$ cat config.mk
export PLATFORM = sky130hd
export DESIGN_NAME = tdm_deser
export DESIGN_NICKNAME = d
export VERILOG_FILES = /design/src/rtl/tdm_deser_pkg.sv /design/src/rtl/tdm_deser_timing.sv /design/src/rtl/tdm_deser_shift.sv /design/src/rtl/tdm_deser.sv
export SDC_FILE = /design/constraint.sdc
export NUM_CORES = 1
export LEC_CHECK = 0
export BUFFER_PORTS_ARGS = -buffer_cell sky130_fd_sc_hd__clkbuf_2
export CELL_PAD_IN_SITES_DETAIL_PLACEMENT = 1
export CELL_PAD_IN_SITES_GLOBAL_PLACEMENT = 1
export CORE_ASPECT_RATIO = 0.75
export CORE_UTILIZATION = 44
export CTS_BUF_LIST = sky130_fd_sc_hd__clkbuf_4
export DETAILED_ROUTE_END_ITERATION = 6
export PLACE_DENSITY = 0.77
export SLEW_MARGIN = 0
export SYNTH_ARGS = -nofsm -noshare
export SYNTH_HDL_FRONTEND = slang
export SYNTH_SLANG_ARGS = --single-unit
export TNS_END_PERCENT = 10
$ cat constraint.sdc
create_clock -name clk -period 2.8 [get_ports clk]
set_clock_uncertainty 0.15 [all_clocks]
set_input_delay 0.14 -clock clk [delete_from_list [all_inputs] [get_ports clk]]
set_output_delay 0.14 -clock clk [all_outputs]
set_load 0.02 [all_outputs]
$ cat src/rtl/tdm_deser_pkg.sv
package tdm_deser_pkg;

  // ticks per bit period at the lower rates and at the fastest rate
  localparam int TPB_SLOW = 4;
  localparam int TPB_FAST = 2;

  typedef enum logic [1:0] {
    SP_QUARTER = 2'd0,
    SP_HALF    = 2'd1,
    SP_3QUART  = 2'd2,
    SP_FULL    = 2'd3
  } samp_pt_e;

  // Tick inside the bit period at which the line is sampled.
  // At the fastest rate only half-bit points exist: 1/4 rounds up to 1/2,
  // 3/4 rounds down to 1/2, the full-bit point stays.
  function automatic logic [1:0] sample_tick(input logic fast, input logic [1:0] code);
    if (fast) sample_tick = (samp_pt_e'(code) == SP_FULL) ? 2'd1 : 2'd0;
    else      sample_tick = code;
  endfunction

endpackage

$ cat src/rtl/tdm_deser_timing.sv
module tdm_deser_timing
  import tdm_deser_pkg::*;
#(
  parameter  int BASE_CH = 32,
  parameter  int N_RATES = 4,
  localparam int RW      = $clog2(N_RATES),
  localparam int IDXW    = $clog2(BASE_CH) + N_RATES - 1 + 3,
  localparam int BPW     = IDXW + 1
) (
  input  logic            clk,
  input  logic            rst_n,
  input  logic            frame_pulse,
  input  logic [RW-1:0]   rate_sel,
  input  logic [2:0]      bit_delay,
  input  logic [1:0]      samp_pt,
  output logic            samp_stb,
  output logic [IDXW-1:0] data_idx
);

  logic           fp_q;
  logic           active_q, active_d;
  logic [1:0]     tick_q, tick_d;
  logic [BPW-1:0] bp_q, bp_d;

  logic           fast;
  logic [1:0]     last_tick;
  logic [1:0]     samp_tick;
  logic [BPW-1:0] nbits;
  logic [BPW-1:0] dly;
  logic [BPW-1:0] last_bp;
  logic [BPW-1:0] rel_bp;
  logic           boundary;

  always_comb begin
    fast      = (rate_sel == RW'(N_RATES - 1));
    last_tick = fast ? 2'(TPB_FAST - 1) : 2'(TPB_SLOW - 1);
    samp_tick = sample_tick(fast, samp_pt);
    nbits     = BPW'(BASE_CH * 8) << rate_sel;
    dly       = BPW'(bit_delay);
    last_bp   = dly + nbits - BPW'(1);
    boundary  = frame_pulse & ~fp_q;
  end

  // next state
  always_comb begin
    active_d = active_q;
    tick_d   = tick_q;
    bp_d     = bp_q;
    if (boundary) begin
      active_d = 1'b1;
      tick_d   = '0;
      bp_d     = '0;
    end else if (active_q) begin
      if (tick_q == last_tick) begin
        tick_d = '0;
        if (bp_q == last_bp) active_d = 1'b0;
        else                 bp_d     = bp_q + BPW'(1);
      end else begin
        tick_d = tick_q + 2'd1;
      end
    end
  end

  // registers
  always_ff @(posedge clk or negedge rst_n) begin
    if (!rst_n) begin
      fp_q     <= 1'b0;
      active_q <= 1'b0;
      tick_q   <= '0;
      bp_q     <= '0;
    end else begin
      fp_q     <= frame_pulse;
      active_q <= active_d;
      tick_q   <= tick_d;
      bp_q     <= bp_d;
    end
  end

  always_comb begin
    rel_bp   = bp_q - dly;
    samp_stb = active_q && (tick_q == samp_tick) && (bp_q >= dly);
    data_idx = rel_bp[IDXW-1:0];
  end

endmodule

$ cat src/rtl/tdm_deser_shift.sv
module tdm_deser_shift #(
  parameter  int IDXW = 11,
  localparam int CHW  = IDXW - 3
) (
  input  logic            clk,
  input  logic            rst_n,
  input  logic            samp_stb,
  input  logic            sdi,
  input  logic [IDXW-1:0] data_idx,
  output logic            byte_valid,
  output logic [7:0]      byte_data,
  output logic [CHW-1:0]  chan_idx
);

  logic [6:0]     sh_q, sh_d;
  logic           vld_q, vld_d;
  logic [7:0]     dat_q, dat_d;
  logic [CHW-1:0] ch_q, ch_d;
  logic           last_bit;

  always_comb begin
    last_bit = samp_stb && (data_idx[2:0] == 3'd7);
    sh_d     = samp_stb ? {sh_q[5:0], sdi} : sh_q;
    vld_d    = last_bit;
    dat_d    = last_bit ? {sh_q, sdi} : dat_q;
    ch_d     = last_bit ? data_idx[IDXW-1:3] : ch_q;
  end

  always_ff @(posedge clk or negedge rst_n) begin
    if (!rst_n) begin
      sh_q  <= '0;
      vld_q <= 1'b0;
      dat_q <= '0;
      ch_q  <= '0;
    end else begin
      sh_q  <= sh_d;
      vld_q <= vld_d;
      dat_q <= dat_d;
      ch_q  <= ch_d;
    end
  end

  assign byte_valid = vld_q;
  assign byte_data  = dat_q;
  assign chan_idx   = ch_q;

endmodule

$ cat src/rtl/tdm_deser.sv
module tdm_deser #(
  parameter  int BASE_CH = 32,
  parameter  int N_RATES = 4,
  localparam int RW      = $clog2(N_RATES),
  localparam int CHW     = $clog2(BASE_CH) + N_RATES - 1,
  localparam int IDXW    = CHW + 3
) (
  input  logic           clk,
  input  logic           rst_n,
  input  logic           frame_pulse,
  input  logic           sdi,
  input  logic [RW-1:0]  rate_sel,
  input  logic [2:0]     bit_delay,
  input  logic [1:0]     samp_pt,
  output logic           byte_valid,
  output logic [7:0]     byte_data,
  output logic [CHW-1:0] chan_idx
);

  logic            samp_stb;
  logic [IDXW-1:0] data_idx;

  tdm_deser_timing #(.BASE_CH(BASE_CH), .N_RATES(N_RATES)) u_timing (
    .clk         (clk),
    .rst_n       (rst_n),
    .frame_pulse (frame_pulse),
    .rate_sel    (rate_sel),
    .bit_delay   (bit_delay),
    .samp_pt     (samp_pt),
    .samp_stb    (samp_stb),
    .data_idx    (data_idx)
  );

  tdm_deser_shift #(.IDXW(IDXW)) u_shift (
    .clk        (clk),
    .rst_n      (rst_n),
    .samp_stb   (samp_stb),
    .sdi        (sdi),
    .data_idx   (data_idx),
    .byte_valid (byte_valid),
    .byte_data  (byte_data),
    .chan_idx   (chan_idx)
  );

endmodule

After elaboration in Yosys (flattened, before gate mapping)
Index checks and enable logic that the tools add are counted.
{"block": "word_totals", "elab_cells": 44, "register_bits": 40, "in_bits": 11, "output_inout_bits": 17}
{"block": "op_classes", "addsub": 5, "bitwise_logic": 2, "mux": 14, "order_cmp": 1, "reduce_logical": 6, "n_eq_ne": 7, "n_shift": 1}
{"op": "12-bit two-way mux", "n": 4}
{"op": "12-bit by 1-bit adder with 12-bit output (second input constant)", "n": 1}
{"op": "3-bit by 12-bit adder with 12-bit output", "n": 1}
{"op": "12-bit equality test", "n": 1}
{"op": "12-bit by 3-bit greater-or-equal comparator with 1-bit output", "n": 1}
{"op": "9-bit by 2-bit << shifter with 12-bit output (first input constant)", "n": 1}
{"op": "12-bit by 1-bit subtractor with 12-bit output (second input constant)", "n": 1}
{"op": "11-bit by 3-bit subtractor with 11-bit output", "n": 1}
{"op": "2-bit two-way mux", "n": 5}
{"op": "1-bit two-way mux", "n": 5}
{"op": "2-bit equality test", "n": 2}
{"op": "2-bit equality test (second input constant)", "n": 2}
{"op": "2-bit nonzero test", "n": 2}
{"op": "3-bit equality test (second input constant)", "n": 1}
{"op": "1-bit logical AND", "n": 3}
{"op": "3-bit AND reduction", "n": 1}
{"op": "2-bit by 1-bit adder with 2-bit output (second input constant)", "n": 1}
{"op": "2-bit by 1-bit != test with 1-bit output (second input constant)", "n": 1}
{"op": "1-bit bitwise AND", "n": 1}
{"op": "1-bit NOT", "n": 1}

Longest topological paths before layout
{"block": "logic_depth", "ltp_word": 8, "mapped_depth": 11, "depth_no_buf": 10}

Cells and area by module
From an unflattened synthesis, not the netlist that was laid out.
{"block": "unflattened", "cells_unflattened": 245, "area_unflattened_um2": 2653.8}
{"mod": "tdm_deser_timing", "area_each_um2": 1712.9, "seq_area_each_um2": 400.4, "cells_per_inst": 194, "n_inst": 1}
{"mod": "tdm_deser_shift", "area_each_um2": 940.9, "seq_area_each_um2": 600.6, "cells_per_inst": 51, "n_inst": 1}

Worst setup path after synthesis
Ideal clock, no wire load.
{"block": "synth_timing", "path_kind": "flip-flop to flip-flop", "from": "register u_timing.bp_q[0]", "to": "register u_shift.dat_q[4] (netlist: u_shift.byte_data[4])", "n_path_buf": 1, "path_stages_with_launch": 11, "setup_slack_ps": 160, "arrival_ps": 2365, "setup_time_ps": 125, "cell_sequence": "dfrtp_1 > inv_1 > ha_1 > inv_1 > fa_1 > a21oi_1 > nand4b_4 > nor4_4 > nor4_4 > buf_8 > mux2_4"}
{"block": "synth_via", "elab_chain_len": 3, "word_cells_on_any_way": 5, "classes_between": "add/sub (1); order compare (1); eq/ne (1); reduce/logical (2)"}
{"element": "start, declared", "line_no": "tdm_deser_timing.sv:23", "source": "logic [BPW-1:0] bp_q, bp_d;"}
{"element": "start signal, assigned", "line_no": "tdm_deser_timing.sv:75", "source": "bp_q <= bp_d;"}
{"element": "11-bit by 3-bit subtractor with 11-bit output / 12-bit by 3-bit greater-or-equal comparator with 1-bit output (equally long branches)", "line_no": "tdm_deser_timing.sv:80, tdm_deser_timing.sv:81"}
{"element": "3-bit equality test / 1-bit logical AND (equally long branches)", "line_no": "tdm_deser_shift.sv:22, tdm_deser_timing.sv:81"}
{"element": "1-bit logical AND (*)", "line_no": "tdm_deser_shift.sv:22", "source": "last_bit = samp_stb && (data_idx[2:0] == 3'd7);"}
{"element": "net u_shift.last_bit", "line_no": "tdm_deser_shift.sv:19", "source": "logic last_bit;"}
{"element": "end signal, assigned", "line_no": "tdm_deser_shift.sv:38", "source": "dat_q <= dat_d;"}
{"element": "end, declared", "line_no": "tdm_deser_shift.sv:17", "source": "logic [7:0] dat_q, dat_d;"}
Mark *: on every way through the listed nets, which the timed path passes. The rest lies on a longest branch.
A chain may end at the register's enable or synchronous reset.

Worst setup path after layout
{"block": "layout_timing", "from": "register u_timing.bp_q[0]", "to": "register u_shift.dat_q[3] (netlist: u_shift.byte_data[3])"}
{"block": "layout_via", "elab_chain_len": 3, "word_cells_on_any_way": 5, "classes_between": "add/sub (1); order compare (1); eq/ne (1); reduce/logical (2)"}
{"element": "11-bit by 3-bit subtractor with 11-bit output / 12-bit by 3-bit greater-or-equal comparator with 1-bit output (equally long branches)", "line_no": "tdm_deser_timing.sv:80, tdm_deser_timing.sv:81"}
{"element": "3-bit equality test / 1-bit logical AND (equally long branches)", "line_no": "tdm_deser_shift.sv:22, tdm_deser_timing.sv:81"}
{"element": "1-bit logical AND (*)", "line_no": "tdm_deser_shift.sv:22"}
Mark *: on every way between the ends. The rest lies on a longest branch, timed or not.

==> results.sh <==
export IMPL_outcome="finished with violations"
export IMPL_violations="negative setup slack"
export IMPL_instances_no_fill=361
export IMPL_synth_seq_cells=40
export IMPL_worst_slew_pin_slew_ns=1.03
export IMPL_max_cap_violations=0
export IMPL_dr_pass1_iters=4
export IMPL_crit_chain="inv_1 > ha_2 > inv_1 > fa_2 > buf_4 > xor2_1 > nand3b_1 > nor4_4 > buf_4 > buf_12 > mux2_2"
export IMPL_cts_tree="built"
export IMPL_setup_viol=16
export IMPL_grt_ovfl_total=0
export IMPL_synth_yosys_warnings=0
export IMPL_setup_slack_ns=-0.0544
export IMPL_power_per_cell_area_nw_per_um2=712
export IMPL_synth_edf_count=0
export IMPL_fp_row_count=23
export IMPL_place_congestion=0.858
export IMPL_synthAdderAreaFrac=0.0828
export IMPL_antenna_found_initial=0
export IMPL_endpoint_kind="flip-flop"
export IMPL_power_leakage_nw=1.39
export IMPL_clk_pin_slew_worst_paths_ns=0.13
export IMPL_drive_gt1_frac=0.297
export IMPL_nets=313
export IMPL_insertion_delay_ns=0.35
export IMPL_fillCellCount=629
export IMPL_wire_per_inst_um=19.8
export IMPL_vias=2125
export IMPL_rr_endpoint="u_shift.byte_data[3]"
export IMPL_utilization=0.551
export IMPL_syn_nets=271
export IMPL_worst_r2r_cell_count=11
export IMPL_grt_pass1_vias=2128
export IMPL_die_w_um=90.8
export IMPL_place_area_sq_um=2850
export IMPL_netlist_area_sq_um=2600
export IMPL_grt_max_degree=41
export IMPL_synth_area_per_cell_sq_um=10.7
export IMPL_dp_slack_ns=0.0900
export IMPL_layout_commonest_cell="dfrtp_1"
export IMPL_synth_distinct_cells=51
export IMPL_seqCellArea_sq_um=1000
export IMPL_finalHoldWorstSlack_ns=0.321
export IMPL_area_growth_pct=17.1
export IMPL_tns_ns=-0.698
export IMPL_hold_path_startpoint="frame_pulse"
export IMPL_finalPower_mw=2.17
export IMPL_vdd_ir_drop_max_v=0.000354
export IMPL_synthArstFlopShare=1.00
export IMPL_cts_sinks=40
export IMPL_rrSetupSlack_ns=-0.05
export IMPL_critPathKind="reg2reg"
export IMPL_cts_buffer_depth=2
export IMPL_ant_nets=0
export IMPL_hold_depth=2
export IMPL_final_cell_mix="dfrtp_1 (40), clkbuf_2 (27), inv_1 (18)"
export IMPL_cts_root_buf="clkbuf_4"
export IMPL_fp_dieArea_sq_um=6220
export IMPL_final_area_sq_um=3040
export IMPL_insertedDiodeCount=0
export IMPL_yosys_most_used_dff="dfrtp_1"
export IMPL_numPlacedInstances=346
export IMPL_r2r_start="u_timing.bp_q[0]"
export IMPL_max_stage_delay_ns=0.43
export IMPL_finalCritPeriodShare=1.02
export IMPL_startpoint_type="flip-flop"
export IMPL_synth_mux_area_frac=0.116
export IMPL_fp_dieH_um=68.6
export IMPL_yosys_area_share_simple=0.163
export IMPL_wl_um=7160
export IMPL_ys_seq_area_frac=0.385
export IMPL_track_usage=0.239
export IMPL_routed_via_density=5.89
export IMPL_hold_path_class="in2reg"
export IMPL_worstPathArrival_ns=2.95
export IMPL_slew_violations=0
export IMPL_initial_core_util=0.471
export IMPL_fmax_ghz=0.350
export IMPL_hold_end="u_timing.fp_q"
export IMPL_hold_viol_final=0
export IMPL_cts_buffers_inserted=5
export IMPL_slowest_stage="dfrtp_1"
export IMPL_required_ns=2.90
export IMPL_ios=28
export IMPL_synthCells=244
export IMPL_grt_pass1_wl_um=11200
export IMPL_synth_compound_area_frac=0.128
export IMPL_min_period_ns=2.85
export IMPL_dp_final_hpwl_um=5020
export IMPL_synth_top_family_by_area="simple AND/OR/NAND/NOR gates"
export IMPL_synthXorXnorAreaFrac=0.0775
export IMPL_slew_headroom=0.309
export IMPL_multi_input_area_sq_um=1480
export IMPL_drt_iter0_drc=231
export IMPL_core_area_sq_um=5530
export IMPL_drcViolationCount=0
export IMPL_port_buffers=27
export IMPL_crit_start="u_timing.bp_q[0]"
export IMPL_htree_levels=2
export IMPL_worstPathMaxFanout=9
## cell families (layout without fill, tap and decap cells)
group	Yosys count	count (layout)
AND/OR/NAND/NOR	67	67
flip-flops	40	40
adder cells (fa/ha/maj)	16	16
AO/OA/AOI/OAI	47	47
multiplexers	24	24
buffers and inverters	27	69
XOR/XNOR	23	23
## flip-flops by register name, indices dropped and copies added (netlist names)
register            flops
u_timing.active_q       1
u_shift.byte_valid      1
u_shift.byte_data       8
u_timing.tick_q         2
u_shift.sh_q            7
u_shift.chan_idx        8
u_timing.fp_q           1
u_timing.bp_q          12
## critical path, delay by kind of cell, from the launching register on
| kind | cells | cell delay [ns] |
|---|---|---|
| DFF | 1 | 0.43 |
| muxes | 1 | 0.33 |
| adders and majority gates | 2 | 0.56 |
| and+or+nand+nor | 2 | 0.50 |
| buffers and inverters | 5 | 0.63 |
| xor gates and xnor gates | 1 | 0.14 |
## timing repair
item | CTS | global route
hold buffers | 3 | 0
buffers inserted | 0 | 4
setup endpoints to repair | 0 | 19
gates resized for setup | 0 | 3
hold endpoints to repair | 43 | 0
## area by class of cell
type,instances,area share
flip-flops and latches,40,0.329
multi-input cells,177,0.487
well taps,75,0.0308
inverters,18,0.0222
repair buffers,44,0.0986
clock buffers,5,0.0123
clock inverters,2,0.0197
## report_power, final
part           switching, mW  internal [mW]  leakage (nW)  total, mW
registers              0.114          0.730         0.523      0.844
clock network          0.197          0.273        0.0513      0.470
logic                  0.454          0.400         0.811      0.854
total                  0.765           1.40          1.39       2.17
## Yosys cell counts, drive strengths merged (3+ instances only)
library cell / number / area share
nor3: 6 / 0.013
or3: 4 / 0.012
and4: 4 / 0.014
mux2: 23 / 0.11
nor2: 10 / 0.014
nand2: 12 / 0.017
ha: 14 / 0.067
xnor2: 17 / 0.057
nor4: 6 / 0.026
nand3: 8 / 0.015
clkbuf: 7 / 0.014
xor2: 6 / 0.020
a31oi: 9 / 0.022
inv: 18 / 0.026
o31ai: 3 / 0.0087
dfrtp: 40 / 0.38
and3: 6 / 0.015
a21oi: 8 / 0.015
o22ai: 8 / 0.019
## worst max-delay path by stage
stage               slack, ns  depth (start not counted)                   end
CTS                      0.01                         10  u_shift.byte_data[4]
floorplan                0.16                         10  u_shift.byte_data[4]
global route            -0.09                         11   u_shift.chan_idx[5]
finish                  -0.05                         11  u_shift.byte_data[3]
detailed placement       0.09                         10   u_shift.chan_idx[1]
global placement         0.19                         10   u_shift.chan_idx[1]
## routing by layer
| layer | wire (um) | vias up | track usage |
|---|---|---|---|
| li1 | - | 977 | - |
| met1 | 3290 | 1073 | 0.334 |
| met2 | 3340 | 66 | 0.397 |
| met3 | 477 | 9 | 0.0461 |
| met4 | 54 | 0 | 0.0343 |
| met5 | 0 | - | 0 |
No activity file was read; power rests on OpenSTA's default activity.
